## config.mk

```make
export PLATFORM = sky130hd
export DESIGN_NAME = sbr_ctrl
export DESIGN_NICKNAME = d
export VERILOG_FILES = /design/src/rtl/sbr_ctrl.sv
export SDC_FILE = /design/constraint.sdc
export NUM_CORES = 1
export LEC_CHECK = 0
export ABC_AREA = 1
export BUFFER_PORTS_ARGS = -buffer_cell sky130_fd_sc_hd__buf_2
export CORE_ASPECT_RATIO = 1.1
export CORE_UTILIZATION = 38
export DETAILED_ROUTE_END_ITERATION = 10
export PLACE_DENSITY = 0.85
export SYNTH_ARGS = -nofsm -noshare
export SYNTH_HDL_FRONTEND = slang
export SYNTH_SLANG_ARGS = --single-unit
```

## constraint.sdc

```tcl
create_clock -name clk -period 2.6 [get_ports clk]
set_clock_uncertainty 0.15 [all_clocks]
set_input_delay 0.39 -clock clk [delete_from_list [all_inputs] [get_ports clk]]
set_output_delay 0.39 -clock clk [all_outputs]
set_load 0.01 [all_outputs]
```

## src/rtl/sbr_ctrl.sv

```systemverilog
module sbr_ctrl #(
  parameter int NPORT = 3,
  parameter int FW = 16,
  parameter int DW = 32,
  parameter int PROP_CYCLES = 8,
  parameter logic [FW-1:0] STICKY_MASK = 16'h00F0,
  parameter logic [FW-1:0] RWL_MASK = 16'h0300
) (
  input  logic                clk,
  input  logic                rst_n,
  input  logic                sbr_bit,
  input  logic [NPORT-1:0]    link_up,
  output logic [NPORT-1:0]    ts1_hot_req,
  output logic [NPORT*FW-1:0] clr_field_en,
  output logic                q_flush,
  input  logic                q_empty,
  output logic                port_rst,
  output logic                ds_ready,
  input  logic                txn_valid,
  input  logic                txn_below,
  output logic                txn_ur,
  input  logic                mgmt_wr,
  input  logic                mgmt_tgt_ds,
  input  logic [DW-1:0]       mgmt_rdata_in,
  output logic [DW-1:0]       mgmt_rdata,
  output logic                mgmt_wr_en
);

  localparam int CW = $clog2(PROP_CYCLES + 1);
  localparam logic [CW-1:0] LAST = CW'(PROP_CYCLES - 1);
  localparam logic [FW-1:0] CLR_FIELDS = ~(STICKY_MASK | RWL_MASK);

  typedef enum logic [2:0] {S_IDLE, S_PROP, S_CLEAR, S_FLUSH, S_HOLD, S_RESUME} st_t;

  st_t             state;
  logic [CW-1:0]   cnt;
  logic [NPORT-1:0] mask;
  logic            busy;

  always_ff @(posedge clk or negedge rst_n) begin
    if (!rst_n) begin
      state <= S_IDLE;
      cnt   <= '0;
      mask  <= '0;
    end else begin
      case (state)
        S_IDLE:   if (sbr_bit) begin
                    state <= S_PROP;
                    mask  <= link_up;
                    cnt   <= '0;
                  end
        S_PROP:   if (cnt == LAST) state <= S_CLEAR;
                  else cnt <= cnt + 1'b1;
        S_CLEAR:  state <= S_FLUSH;
        S_FLUSH:  if (q_empty) state <= S_HOLD;
        S_HOLD:   if (!sbr_bit) state <= S_RESUME;
        default:  state <= S_IDLE;
      endcase
    end
  end

  assign busy        = (state == S_PROP) || port_rst;
  assign ts1_hot_req = (state == S_PROP) ? mask : '0;
  assign q_flush     = (state == S_FLUSH);
  assign port_rst    = (state == S_CLEAR) || (state == S_FLUSH) || (state == S_HOLD);
  assign ds_ready    = !busy;
  assign txn_ur      = busy && txn_valid && txn_below;
  assign mgmt_rdata  = (busy && mgmt_tgt_ds) ? '0 : mgmt_rdata_in;
  assign mgmt_wr_en  = mgmt_wr && !(busy && mgmt_tgt_ds);

  for (genvar p = 0; p < NPORT; p++) begin : g_clr
    assign clr_field_en[p*FW +: FW] = (state == S_CLEAR) ? CLR_FIELDS : '0;
  end


  ts1_hold_chk: assert property (@(posedge clk) disable iff (!rst_n)
    (|ts1_hot_req) |-> !port_rst && !q_flush);


  clr_pulse_chk: assert property (@(posedge clk) disable iff (!rst_n)
    (|clr_field_en) |=> !(|clr_field_en) && q_flush);


  flush_wait_chk: assert property (@(posedge clk) disable iff (!rst_n)
    (q_flush && !q_empty) |=> q_flush);


  hold_keep_chk: assert property (@(posedge clk) disable iff (!rst_n)
    (port_rst && sbr_bit) |=> port_rst);


  ur_scope_chk: assert property (@(posedge clk) disable iff (!rst_n)
    txn_ur |-> (txn_valid && txn_below && !ds_ready));


  mgmt_block_chk: assert property (@(posedge clk) disable iff (!rst_n)
    (port_rst && mgmt_tgt_ds) |-> (mgmt_rdata == '0) && !mgmt_wr_en);

endmodule

```

==> impl_results.html, run 1 <==
<table>
<tr><th>Metric</th><th>Value</th></tr>
<tr><th colspan="2">Outcome</th></tr>
<tr><td>Result of the run</td><td>complete, no violations</td></tr>
<tr><th colspan="2">Logic synthesis</th></tr>
<tr><td>Mapped cell area</td><td>about 1500 um^2</td></tr>
<tr><td>Commonest cells in the netlist</td><td>buf_4, inv_1, nor2_4</td></tr>
<tr><td>Predominant post-synthesis flop cell</td><td>dfrtp_1</td></tr>
<tr><td>Cell types occupying the most area after synthesis</td><td>buf_4, nor2_4, dfrtp_1</td></tr>
<tr><td>Proportion of register bits with asynchronous set or reset after synthesis</td><td>100.0%</td></tr>
<tr><td>Seq/Total Area, Yosys</td><td>roughly 17%</td></tr>
<tr><td>Gate count after technology mapping</td><td>192</td></tr>
<tr><td>Synthesized area per cell</td><td>7.729 um^2</td></tr>
<tr><td>Share of the synthesized area in the top cell type</td><td>around a quarter</td></tr>
<tr><td>Post-synthesis cell type count</td><td>23</td></tr>
<tr><td>Number of synthesized flops with an enable pin</td><td>0</td></tr>
<tr><td>Count of warnings emitted by yosys</td><td>0</td></tr>
<tr><td>Most common cell in the netlist</td><td>buf_4</td></tr>
<tr><td>Biggest area consumer among synthesized cells</td><td>buf_4</td></tr>
<tr><td>Count of state elements after synthesis</td><td>10</td></tr>
<tr><th colspan="2">Global route</th></tr>
<tr><td>Number of antenna violations at the first check in global routing</td><td>0</td></tr>
<tr><td>Maximum number of pins on one net before global-route repair</td><td>34</td></tr>
<tr><td>Remaining global-route overflow</td><td>0</td></tr>
<tr><td>First-pass GRT wire length</td><td>roughly 3400 um</td></tr>
<tr><td>Via count of the first global-routing pass</td><td>850</td></tr>
<tr><td>Total GRT Usage</td><td>11.07%</td></tr>
<tr><th colspan="2">Die</th></tr>
<tr><td>Top Ports</td><td>approximately 130</td></tr>
<tr><td>Full die area</td><td>between 4000 and 5000 um^2</td></tr>
<tr><td>Die Span X</td><td>61.58 um</td></tr>
<tr><td>Area of the core</td><td>between 3000 and 4000 um^2</td></tr>
<tr><td>Effective utilization at floorplan</td><td>between 40% and 50%</td></tr>
<tr><td>Placement Rows</td><td>23</td></tr>
<tr><td>Die Y</td><td>between 60 and 70 um</td></tr>
<tr><th colspan="2">Setup path</th></tr>
<tr><td>Kind of critical path</td><td>flip-flop to output port</td></tr>
<tr><td>Sort of element at the end of the critical path</td><td>output port</td></tr>
<tr><td>Highest fanout seen on the critical path</td><td>33</td></tr>
<tr><td>Crit path arrival time</td><td>roughly 1800 ps</td></tr>
<tr><td>Data required, critical path</td><td>2060 ps</td></tr>
<tr><td>Launching element type of the critical path</td><td>flip-flop</td></tr>
<tr><th colspan="2">STA</th></tr>
<tr><td>Final Max Tran Viols</td><td>0</td></tr>
<tr><td>Final-report setup violation count</td><td>0</td></tr>
<tr><td>Maximum achievable frequency</td><td>approximately 430 MHz</td></tr>
<tr><td>Total count of hold-check failures in the final report</td><td>0</td></tr>
<tr><td>Period utilisation layout</td><td>88.88%</td></tr>
<tr><td>Post-route setup TNS</td><td>0 ps</td></tr>
<tr><td>Setup repair after global routing missed its margin</td><td>no</td></tr>
<tr><td>Fin crit period</td><td>roughly 2300 ps</td></tr>
<tr><th colspan="2">Job</th></tr>
<tr><td>Max Cap Viol</td><td>0</td></tr>
<tr><th colspan="2">Layout</th></tr>
<tr><td>Number of fill cells</td><td>between 300 and 400</td></tr>
<tr><td>Number of nets in the finished design</td><td>around 320</td></tr>
<tr><td>Layout-stage area growth over the synthesis result</td><td>23.36%</td></tr>
<tr><td>Post-Route Utilization</td><td>between 40% and 50%</td></tr>
<tr><td>Layout cells sized above 1</td><td>around 57%</td></tr>
<tr><td>Diodes inserted</td><td>0</td></tr>
<tr><th colspan="2">CTS</th></tr>
<tr><td>Clock buffer depth</td><td>2</td></tr>
<tr><td>CTS tree</td><td>yes</td></tr>
<tr><td>Root Buffer</td><td>clkbuf_8</td></tr>
<tr><td>H-tree depth</td><td>1</td></tr>
<tr><td>PostCTS Resize Cnt</td><td>0</td></tr>
<tr><td>CTS sink cnt</td><td>10</td></tr>
<tr><td>Number of CTS-inserted buffers</td><td>3</td></tr>
<tr><td>Worst skew pair latency</td><td>around 240 ps</td></tr>
<tr><td>Clock transition at the registers of the reported paths</td><td>~40 ps</td></tr>
<tr><th colspan="2">Detailed routing</th></tr>
<tr><td>First DRT Iteration DRCs</td><td>21</td></tr>
<tr><td>Antenna Nets Post-Route</td><td>0</td></tr>
<tr><td>Wire length reported by the detailed router</td><td>between 2000 and 3000 um</td></tr>
<tr><td>Routed length per placed instance</td><td>between 8 and 9 um</td></tr>
<tr><td>Final routed DRC violation total</td><td>0</td></tr>
<tr><td>Number of vias in the routed layout</td><td>roughly 1200</td></tr>
<tr><td>Vias per std cell</td><td>roughly 3.8</td></tr>
<tr><td>First-pass iteration count of the detailed router</td><td>4</td></tr>
<tr><th colspan="2">Power and ir drop</th></tr>
<tr><td>Part of the total power dissipated in sequential elements</td><td>between 10% and 20%</td></tr>
<tr><td>Combinational fraction of design power</td><td>about 74%</td></tr>
<tr><td>PD cells</td><td>993.1 nW/um^2</td></tr>
<tr><td>Clock network fraction of design power</td><td>between 10% and 20%</td></tr>
<tr><td>IR Drop Worst-Case VDD</td><td>0.5538 mV</td></tr>
<tr><td>Static power due to leakage</td><td>around 1.2 nW</td></tr>
<tr><td>Switching portion of total power</td><td>between 50% and 60%</td></tr>
<tr><td>P_int</td><td>between 0.8 and 0.9 mW</td></tr>
<tr><td>Switching component of the power</td><td>around 0.96 mW</td></tr>
<tr><th colspan="2">Place</th></tr>
<tr><td>Port buffer count</td><td>112</td></tr>
<tr><td>Detailed-placement wirelength estimate</td><td>2256 um</td></tr>
<tr><td>Final RePlAce weighted congestion</td><td>0.8215</td></tr>
<tr><th colspan="2">Worst hold path</th></tr>
<tr><td>Worst hold path class</td><td>input pin to flip-flop</td></tr>
</table>
## metal layers
layer | vias up | global-route usage, % | share of wire [%]
met5 | - | 0 | 0
met1 | 499 | 11.96 | 38
met4 | 0 | 5.833 | 1.3
met2 | 71 | 20.16 | 50
met3 | 3 | 1.724 | 10
li1 | 655 | - | -
## worst paths after layout
check / from / endpoint / slack (ps) / cells past startpoint
worst max-delay path: state[1] / mgmt_rdata[31] / 290 / 7
worst min-delay path: q_empty / state[1] / 250 / 4
worst max register to register: state[2] / cnt[3] / 1060 / 4
worst min register to register: mask[1] / mask[1] / 360 / 2
max in group asynchronous: rst_n / state[0] / 1700 / 2
min in group asynchronous: rst_n / cnt[1] / 400 / 2
## cell families after synthesis
logic type / after synthesis / synth area share [%]
xor+xnor: 1 / 0.5903
flops: 10 / 16.86
compound gates: 12 / 4.215
simple gates: 69 / 36.76
buf+inv: 98 / 40.47
other cells: 1 / 0.2527
fa+ha+maj: 1 / 0.8430
## placed cells by master, fill, tap and decap left out, types with 2 or more instances in the layout
| cell | count |
|---|---|
| buf_2 | 112 |
| clkbuf_8 | 4 |
| nand2_4 | 2 |
| nand2_1 | 10 |
| nor2_1 | 13 |
| nor2_4 | 30 |
| nand3_2 | 2 |
| o21ai_0 | 5 |
| inv_2 | 2 |
| a21oi_1 | 5 |
| dfrtp_1 | 10 |
| conb_1 | 18 |
| inv_1 | 45 |
| nor2_2 | 2 |
| nand3_1 | 7 |
## registers in the layout, summed over array words and instances, names as in the netlist
name and cells:
state 3, mask 3, cnt 4
## what timing repair did
action / in CTS / in global routing
hold endpoints to repair: 10 / 0
setup buffers: 0 / 0
hold buffers: 1 / 0
## worst max-delay path: stages, from the launching register on
cell and delay [ps]:
dfrtp_1 440, nor2_2 220, nand2_2 120, nand3_4 110, nand2_4 70, inv_8 330
nor2_1 60, buf_2 150
## power groups by stage
stage	registers (mW)	logic [mW]	clock network, mW
finish	0.287	1.34	0.194
global route	0.293	1.50	0.210
CTS	0.285	1.36	0.204
detailed placement	0.288	1.36	0
global placement	0.284	1.34	0
floorplan	0.277	1.23	0
## cell type report
cell class	instances	area, um^2	area share [%]
Multi-Input combinational cell	101	696.9	38.07
Timing Repair Buffer	114	578.1	31.58
Sequential cell	10	250.2	13.67
Inverter	48	187.7	10.25
Tap cell	50	62.56	3.418
Clock buffer	4	55.05	3.008
## per-stage QoR
stage	instances	setup slack (ps)	power, mW	cell area (um^2)	hold slack (ps)
after global placement	322	568.5	1.622	1765	107.0
final	327	289.2	1.818	1831	248.4
after floorplan	209	137.6	1.507	1548	-55.59
after detailed placement	322	516.5	1.644	1765	111.4
after global routing	327	131.4	2.002	1831	270.0
after CTS	327	258.3	1.851	1831	242.8
No activity file was read; power rests on OpenSTA's default activity.
==> inputs of run 2 (changes only) <==
- REMOVE_ABC_BUFFERS: not set -> 1
- SETUP_SLACK_MARGIN: not set -> 0.3
==> run 2 against run 1 <==
Routed wire length increased by 1.7%. Critical path depth did not move. Register-to-register slack hardly changed. Critical path type unchanged. Via count is 4.5% higher. Worst setup slack improved by 140 ps. Die area stayed put. Sequential power about the same.
==> impl_results.html, run 2 (synthesized netlist as in run 1, its figures left out) <==
<table>
<tr><th>Metric</th><th>Value</th></tr>
<tr><th colspan="2">Die</th></tr>
<tr><td>Full die area</td><td>a little over 4000 um^2</td></tr>
<tr><td>Die Y</td><td>between 60 and 70 um</td></tr>
<tr><td>Effective utilization at floorplan</td><td>40.29%</td></tr>
<tr><td>Placement Rows</td><td>23</td></tr>
<tr><td>Die Span X</td><td>61.58 um</td></tr>
<tr><td>Area of the core</td><td>3684 um^2</td></tr>
<tr><td>Top Ports</td><td>around 130</td></tr>
<tr><th colspan="2">Layout</th></tr>
<tr><td>Total area of sequential cells</td><td>around 250 um^2</td></tr>
<tr><td>Max reg flops</td><td>4</td></tr>
<tr><td>Number of nets in the finished design</td><td>322</td></tr>
<tr><td>Most frequent cells in the layout</td><td>buf_2, inv_1, nor2_4</td></tr>
<tr><td>Number of fill cells</td><td>380</td></tr>
<tr><td>Layout cells sized above 1</td><td>roughly 57%</td></tr>
<tr><td>Regs by FF count</td><td>cnt x4, mask x3, state x3</td></tr>
<tr><td>Most frequent standard cell in the layout excluding fill and tap cells</td><td>buf_2</td></tr>
<tr><td>Diodes inserted</td><td>0</td></tr>
<tr><td>Register with the most flip-flops</td><td>cnt</td></tr>
<tr><td>Area of combinational cells with multiple inputs</td><td>696.9 um^2</td></tr>
<tr><td>Layout-stage area growth over the synthesis result</td><td>24.62%</td></tr>
<tr><th colspan="2">STA</th></tr>
<tr><td>Period utilisation layout</td><td>83.61%</td></tr>
<tr><td>Setup repair after global routing missed its margin</td><td>no</td></tr>
<tr><td>Final Max Tran Viols</td><td>0</td></tr>
<tr><td>Post-route setup TNS</td><td>0 ps</td></tr>
<tr><td>Fin crit period</td><td>approximately 2200 ps</td></tr>
<tr><td>Maximum achievable frequency</td><td>about 460 MHz</td></tr>
<tr><td>Final-report setup violation count</td><td>0</td></tr>
<tr><td>Total count of hold-check failures in the final report</td><td>0</td></tr>
<tr><th colspan="2">Setup path</th></tr>
<tr><td>Data required, critical path</td><td>2060 ps</td></tr>
<tr><td>Launching element type of the critical path</td><td>flip-flop</td></tr>
<tr><td>Cell with the largest stage delay on the worst path</td><td>dfrtp_1</td></tr>
<tr><td>Largest stage delay, worst path</td><td>just under 400 ps</td></tr>
<tr><td>Worst-path cell chain</td><td>inv_2 -&gt; nand3_2 -&gt; nand3_4 -&gt; nand2_4 -&gt; clkinv_16 -&gt; nor2_1 -&gt; buf_2</td></tr>
<tr><td>Highest fanout seen on the critical path</td><td>33</td></tr>
<tr><td>Sort of element at the end of the critical path</td><td>output port</td></tr>
<tr><td>Kind of critical path</td><td>flip-flop to output port</td></tr>
<tr><td>Crit path arrival time</td><td>about 1600 ps</td></tr>
<tr><th colspan="2">Outcome</th></tr>
<tr><td>Result of the run</td><td>complete, no violations</td></tr>
<tr><th colspan="2">Detailed routing</th></tr>
<tr><td>Final routed DRC violation total</td><td>0</td></tr>
<tr><td>Vias per std cell</td><td>~3.9</td></tr>
<tr><td>Antenna Nets Post-Route</td><td>0</td></tr>
<tr><td>First-pass iteration count of the detailed router</td><td>4</td></tr>
<tr><td>Number of vias in the routed layout</td><td>1283</td></tr>
<tr><td>First DRT Iteration DRCs</td><td>35</td></tr>
<tr><td>Routed length per placed instance</td><td>slightly above 8 um</td></tr>
<tr><td>Wire length reported by the detailed router</td><td>approximately 2700 um</td></tr>
<tr><th colspan="2">Global route</th></tr>
<tr><td>Met3 track demand over resource in global routing</td><td>between 2 and 3%</td></tr>
<tr><td>Met1 usage in global routing</td><td>between 10% and 20%</td></tr>
<tr><td>Number of antenna violations at the first check in global routing</td><td>0</td></tr>
<tr><td>Layer carrying the most global-route usage</td><td>met2</td></tr>
<tr><td>Via count of the first global-routing pass</td><td>~950</td></tr>
<tr><td>First-pass GRT wire length</td><td>about 3600 um</td></tr>
<tr><td>Remaining global-route overflow</td><td>0</td></tr>
<tr><td>Maximum number of pins on one net before global-route repair</td><td>34</td></tr>
<tr><td>Met2 capacity usage during global routing</td><td>roughly 22%</td></tr>
<tr><td>Total GRT Usage</td><td>between 10% and 20%</td></tr>
<tr><th colspan="2">CTS</th></tr>
<tr><td>Clock buffer depth</td><td>2</td></tr>
<tr><td>CTS tree</td><td>yes</td></tr>
<tr><td>Root Buffer</td><td>clkbuf_8</td></tr>
<tr><td>Post-CTS Setup Repair Bufs</td><td>0</td></tr>
<tr><td>Worst skew pair latency</td><td>about 230 ps</td></tr>
<tr><td>Number of CTS-inserted buffers</td><td>3</td></tr>
<tr><td>H-tree depth</td><td>1</td></tr>
<tr><td>CTS sink cnt</td><td>10</td></tr>
<tr><td>Clock transition at the registers of the reported paths</td><td>50 ps</td></tr>
<tr><th colspan="2">Worst hold path</th></tr>
<tr><td>Worst hold path class</td><td>input pin to flip-flop</td></tr>
<tr><th colspan="2">Place</th></tr>
<tr><td>Detailed-placement wirelength estimate</td><td>about 2300 um</td></tr>
<tr><td>Final RePlAce weighted congestion</td><td>0.7838</td></tr>
<tr><td>Port buffer count</td><td>between 100 and 150</td></tr>
<tr><th colspan="2">Power and ir drop</th></tr>
<tr><td>IR Drop Worst-Case VDD</td><td>between 0.3 and 0.4 mV</td></tr>
<tr><td>Static power due to leakage</td><td>approximately 1.2 nW</td></tr>
<tr><td>Total power consumption of the routed design</td><td>between 1.5 and 2 mW</td></tr>
<tr><td>PD cells</td><td>~1000 nW/um^2</td></tr>
<tr><th colspan="2">Job</th></tr>
<tr><td>Max Cap Viol</td><td>0</td></tr>
</table>
run 2: final timing paths:
| kind | from | to | slack [ps] | cells past startpoint |
|---|---|---|---|---|
| worst max-delay path | state[2] | mgmt_rdata[31] | 430 | 7 |
| worst min-delay path | link_up[1] | mask[1] | 260 | 3 |
| worst max register to register | state[2] | state[2] | 1060 | 6 |
| worst min register to register | mask[1] | mask[1] | 360 | 2 |
| max in group asynchronous | rst_n | state[1] | 1720 | 2 |
| min in group asynchronous | rst_n | mask[2] | 390 | 2 |
run 2: stage by stage:
stage | util [%] | setup WS [ps] | instance area [um^2] | hold WS (ps) | std cells
final | 50.20 | 426.1 | 1849 | 257.9 | 327
after global routing | 50.20 | 301.2 | 1849 | 274.8 | 327
after CTS | 49.83 | 353.1 | 1836 | 250.8 | 327
after detailed placement | 47.93 | 535.5 | 1765 | 110.0 | 322
after global placement | 47.93 | 584.3 | 1765 | 108.3 | 322
after floorplan | - | -2209 | 1135 | -55.59 | 159
run 2: critical path: cells and delay by family (launching register included):
| family | cells | cell delay (ps) |
|---|---|---|
| and+or+nand+nor | 4 | 570 |
| buffers and inverters | 3 | 420 |
| DFF | 1 | 390 |
run 2: layout make-up:
cell class                 count  area share, %
sequential                    10          13.53
clock buffer                   4          2.977
timing repair buffer         114          31.26
tap                           50          3.383
multi-input combinational    101          37.69
inverter                      48          11.16
run 2: power by group:
group / internal [mW] / leakage (nW) / switching (mW) / total (mW)
sequential: 0.228 / 0.122 / 0.0583 / 0.286
combinational: 0.505 / 1.05 / 0.856 / 1.36
clock: 0.133 / 0.0288 / 0.0573 / 0.190
run 2: metal layers:
| layer | vias to the layer above | share of wire [%] |
|---|---|---|
| met4 | 0 | 1.7 |
| met3 | 4 | 8.9 |
| met1 | 536 | 35 |
| li1 | 656 | - |
| met5 | - | 0 |
| met2 | 87 | 54 |
run 2: repair_timing:
action,in CTS,in global routing
hold buffers,1,0
endpoints found under the setup margin,3,17
gates resized for setup,1,2
pin swaps,0,0
endpoints found under the hold margin,10,0
==> inputs of run 3 (changes only) <==
- CORE_UTILIZATION: 38 -> 35
- PLACE_DENSITY: 0.85 -> 0.82
- clock period: 2.6 -> 1.9 ns (I/O delays scaled with it)
==> run 3 against run 2 <==
The flow now finishes with violations (negative setup slack). Via count grew 17%. Die area grew 8.3%. Cell area grew 39%. Critical path type unchanged.
==> impl_results.html, run 3 (synthesized netlist as in run 1, its figures left out) <==
<table>
<tr><th>Metric</th><th>Value</th></tr>
<tr><th colspan="2">Die</th></tr>
<tr><td>Die Y</td><td>70.29 um</td></tr>
<tr><td>Area of the core</td><td>between 4000 and 5000 um^2</td></tr>
<tr><td>Die Span X</td><td>~64 um</td></tr>
<tr><td>Top Ports</td><td>131</td></tr>
<tr><td>Full die area</td><td>between 4000 and 5000 um^2</td></tr>
<tr><td>Effective utilization at floorplan</td><td>between 30 and 40%</td></tr>
<tr><td>Placement Rows</td><td>24</td></tr>
<tr><th colspan="2">Place</th></tr>
<tr><td>Placed Cells</td><td>329</td></tr>
<tr><td>Port buffer count</td><td>112</td></tr>
<tr><td>Final RePlAce weighted congestion</td><td>about 0.81</td></tr>
<tr><td>Dpl cell area</td><td>1843 um^2</td></tr>
<tr><td>Detailed-placement wirelength estimate</td><td>roughly 2400 um</td></tr>
<tr><td>Worst slack after detailed placement</td><td>111.6 ps</td></tr>
<tr><th colspan="2">STA</th></tr>
<tr><td>Final Max Tran Viols</td><td>0</td></tr>
<tr><td>Total count of hold-check failures in the final report</td><td>0</td></tr>
<tr><td>Post-layout worst setup margin</td><td>-79.33 ps</td></tr>
<tr><td>Maximum achievable frequency</td><td>between 500 and 600 MHz</td></tr>
<tr><td>Final-report setup violation count</td><td>28</td></tr>
<tr><td>Period utilisation layout</td><td>104.2%</td></tr>
<tr><td>Fin crit period</td><td>between 1500 and 2000 ps</td></tr>
<tr><td>Setup repair after global routing missed its margin</td><td>yes</td></tr>
<tr><td>Post-route setup TNS</td><td>-1051 ps</td></tr>
<tr><th colspan="2">Setup path</th></tr>
<tr><td>Worst-path cell chain</td><td>inv_2 -&gt; nand3_4 -&gt; nand3_4 -&gt; nand2_4 -&gt; inv_12 -&gt; buf_12 -&gt; buf_12 -&gt; nor2_4 -&gt; buf_6</td></tr>
<tr><td>Largest stage delay, worst path</td><td>around 420 ps</td></tr>
<tr><td>Launching element type of the critical path</td><td>flip-flop</td></tr>
<tr><td>Kind of critical path</td><td>flip-flop to output port</td></tr>
<tr><td>Sort of element at the end of the critical path</td><td>output port</td></tr>
<tr><td>Data required, critical path</td><td>between 1000 and 1500 ps</td></tr>
<tr><td>Cell with the largest stage delay on the worst path</td><td>dfrtp_1</td></tr>
<tr><td>Crit path arrival time</td><td>about 1500 ps</td></tr>
<tr><td>Highest fanout seen on the critical path</td><td>5</td></tr>
<tr><th colspan="2">CTS</th></tr>
<tr><td>Clock transition at the registers of the reported paths</td><td>roughly 50 ps</td></tr>
<tr><td>Clock buffer depth</td><td>2</td></tr>
<tr><td>Number of CTS-inserted buffers</td><td>3</td></tr>
<tr><td>CTS sink cnt</td><td>10</td></tr>
<tr><td>CTS tree</td><td>yes</td></tr>
<tr><td>H-tree depth</td><td>1</td></tr>
<tr><td>Worst skew pair latency</td><td>240 ps</td></tr>
<tr><td>Root Buffer</td><td>clkbuf_8</td></tr>
<tr><th colspan="2">Power and ir drop</th></tr>
<tr><td>PD cells</td><td>1573 nW/um^2</td></tr>
<tr><td>Total power consumption of the routed design</td><td>between 4 and 5 mW</td></tr>
<tr><td>Static power due to leakage</td><td>between 1 and 1.5 nW</td></tr>
<tr><td>IR Drop Worst-Case VDD</td><td>0.7440 mV</td></tr>
<tr><th colspan="2">Layout</th></tr>
<tr><td>Final non-filler cell area</td><td>roughly 2600 um^2</td></tr>
<tr><td>Number of nets in the finished design</td><td>about 350</td></tr>
<tr><td>Most frequent cells in the layout</td><td>buf_6, buf_2, inv_1</td></tr>
<tr><td>Diodes inserted</td><td>0</td></tr>
<tr><td>Total area of sequential cells</td><td>about 250 um^2</td></tr>
<tr><td>Most frequent standard cell in the layout excluding fill and tap cells</td><td>buf_6</td></tr>
<tr><td>Number of fill cells</td><td>292</td></tr>
<tr><td>Area of combinational cells with multiple inputs</td><td>just under 800 um^2</td></tr>
<tr><td>Layout-stage area growth over the synthesis result</td><td>73.36%</td></tr>
<tr><td>Max reg flops</td><td>4</td></tr>
<tr><td>Finished Layout Cells</td><td>353</td></tr>
<tr><td>Register with the most flip-flops</td><td>cnt</td></tr>
<tr><td>Regs by FF count</td><td>cnt x4, mask x3, state x3</td></tr>
<tr><td>Layout cells sized above 1</td><td>65.12%</td></tr>
<tr><th colspan="2">Detailed routing</th></tr>
<tr><td>First-pass iteration count of the detailed router</td><td>4</td></tr>
<tr><td>Wire length reported by the detailed router</td><td>approximately 4400 um</td></tr>
<tr><td>First DRT Iteration DRCs</td><td>just under 60</td></tr>
<tr><td>Antenna Nets Post-Route</td><td>0</td></tr>
<tr><td>Number of vias in the routed layout</td><td>roughly 1500</td></tr>
<tr><td>Final routed DRC violation total</td><td>0</td></tr>
<tr><td>Routed length per placed instance</td><td>approximately 13 um</td></tr>
<tr><td>Vias per std cell</td><td>4.246</td></tr>
<tr><th colspan="2">Outcome</th></tr>
<tr><td>Result of the run</td><td>finished with violations</td></tr>
<tr><td>Failing checks</td><td>negative setup slack</td></tr>
<tr><th colspan="2">Global route</th></tr>
<tr><td>Total GRT Usage</td><td>between 10% and 20%</td></tr>
<tr><td>Via count of the first global-routing pass</td><td>1374</td></tr>
<tr><td>Maximum number of pins on one net before global-route repair</td><td>11</td></tr>
<tr><td>Number of antenna violations at the first check in global routing</td><td>0</td></tr>
<tr><td>Remaining global-route overflow</td><td>0</td></tr>
<tr><td>First-pass GRT wire length</td><td>between 6000 and 7000 um</td></tr>
<tr><th colspan="2">Worst hold path</th></tr>
<tr><td>Worst hold path class</td><td>input pin to flip-flop</td></tr>
<tr><th colspan="2">Job</th></tr>
<tr><td>Max Cap Viol</td><td>0</td></tr>
</table>
[run 3: cell types whose count changed in the layout (fill, tap and decap cells not counted), moves of 3 or more]
| cell | previous run | this run |
|---|---|---|
| buf_12 | 0 | 5 |
| buf_2 | 112 | 55 |
| buf_4 | 1 | 12 |
| buf_6 | 0 | 63 |
| nor2_1 | 13 | 5 |
| nor2_4 | 30 | 36 |
| o21ai_0 | 5 | 2 |
[run 3: layout make-up]
cell class / count / area share (%)
multi-input cells: 101 / 30.30
flip-flops and latches: 10 / 9.825
well taps: 52 / 2.529
inverters: 48 / 7.490
repair buffers: 138 / 47.71
clock buffers: 4 / 2.140
[run 3: worst paths after layout]
path,startpoint,endpoint,depth (start not counted),slack (ps)
worst min register to register,mask[1],mask[1],2,400
worst max register to register,state[2],cnt[2],8,200
worst max-delay path,state[2],mgmt_rdata[22],9,-80
worst min-delay path,link_up[1],mask[1],3,170
max in group asynchronous,rst_n,state[1],2,1110
min in group asynchronous,rst_n,cnt[3],2,280
[run 3: what timing repair did]
item | in CTS | in global routing
hold buffers | 1 | 0
pin swaps | 6 | 7
buffers inserted | 10 | 5
resized for setup | 71 | 24
gates cloned | 4 | 0
hold endpoints to repair | 10 | 0
endpoints found under the setup margin | 69 | 73
[run 3: metrics by stage]
stage	util, %	hold slack, ps
after detailed placement	45.80	8.403
final	63.93	166.2
after floorplan	-	-160.6
after CTS	60.51	160.5
after global placement	45.80	8.016
after global routing	63.93	180.4
[run 3: power by group]
| group | internal (mW) | switching [mW] | total [mW] |
|---|---|---|---|
| Clock | 0.183 | 0.0882 | 0.271 |
| Combinational | 1.72 | 1.63 | 3.35 |
| Sequential | 0.316 | 0.106 | 0.422 |
| Total | 2.22 | 1.83 | 4.05 |
[run 3: routing by layer]
layer | global-route usage [%] | routed length [um]
met5 | 0 | 0
met4 | 7.071 | 166
met3 | 3.431 | 349
met2 | 36.05 | 2599
met1 | 14.62 | 1300
[run 3: worst max-delay path: cells and delay by family (launching register included)]
family,cells,cell delay (ps)
DFF,1,420
and+or+nand+nor,4,310
buffers and inverters,5,560
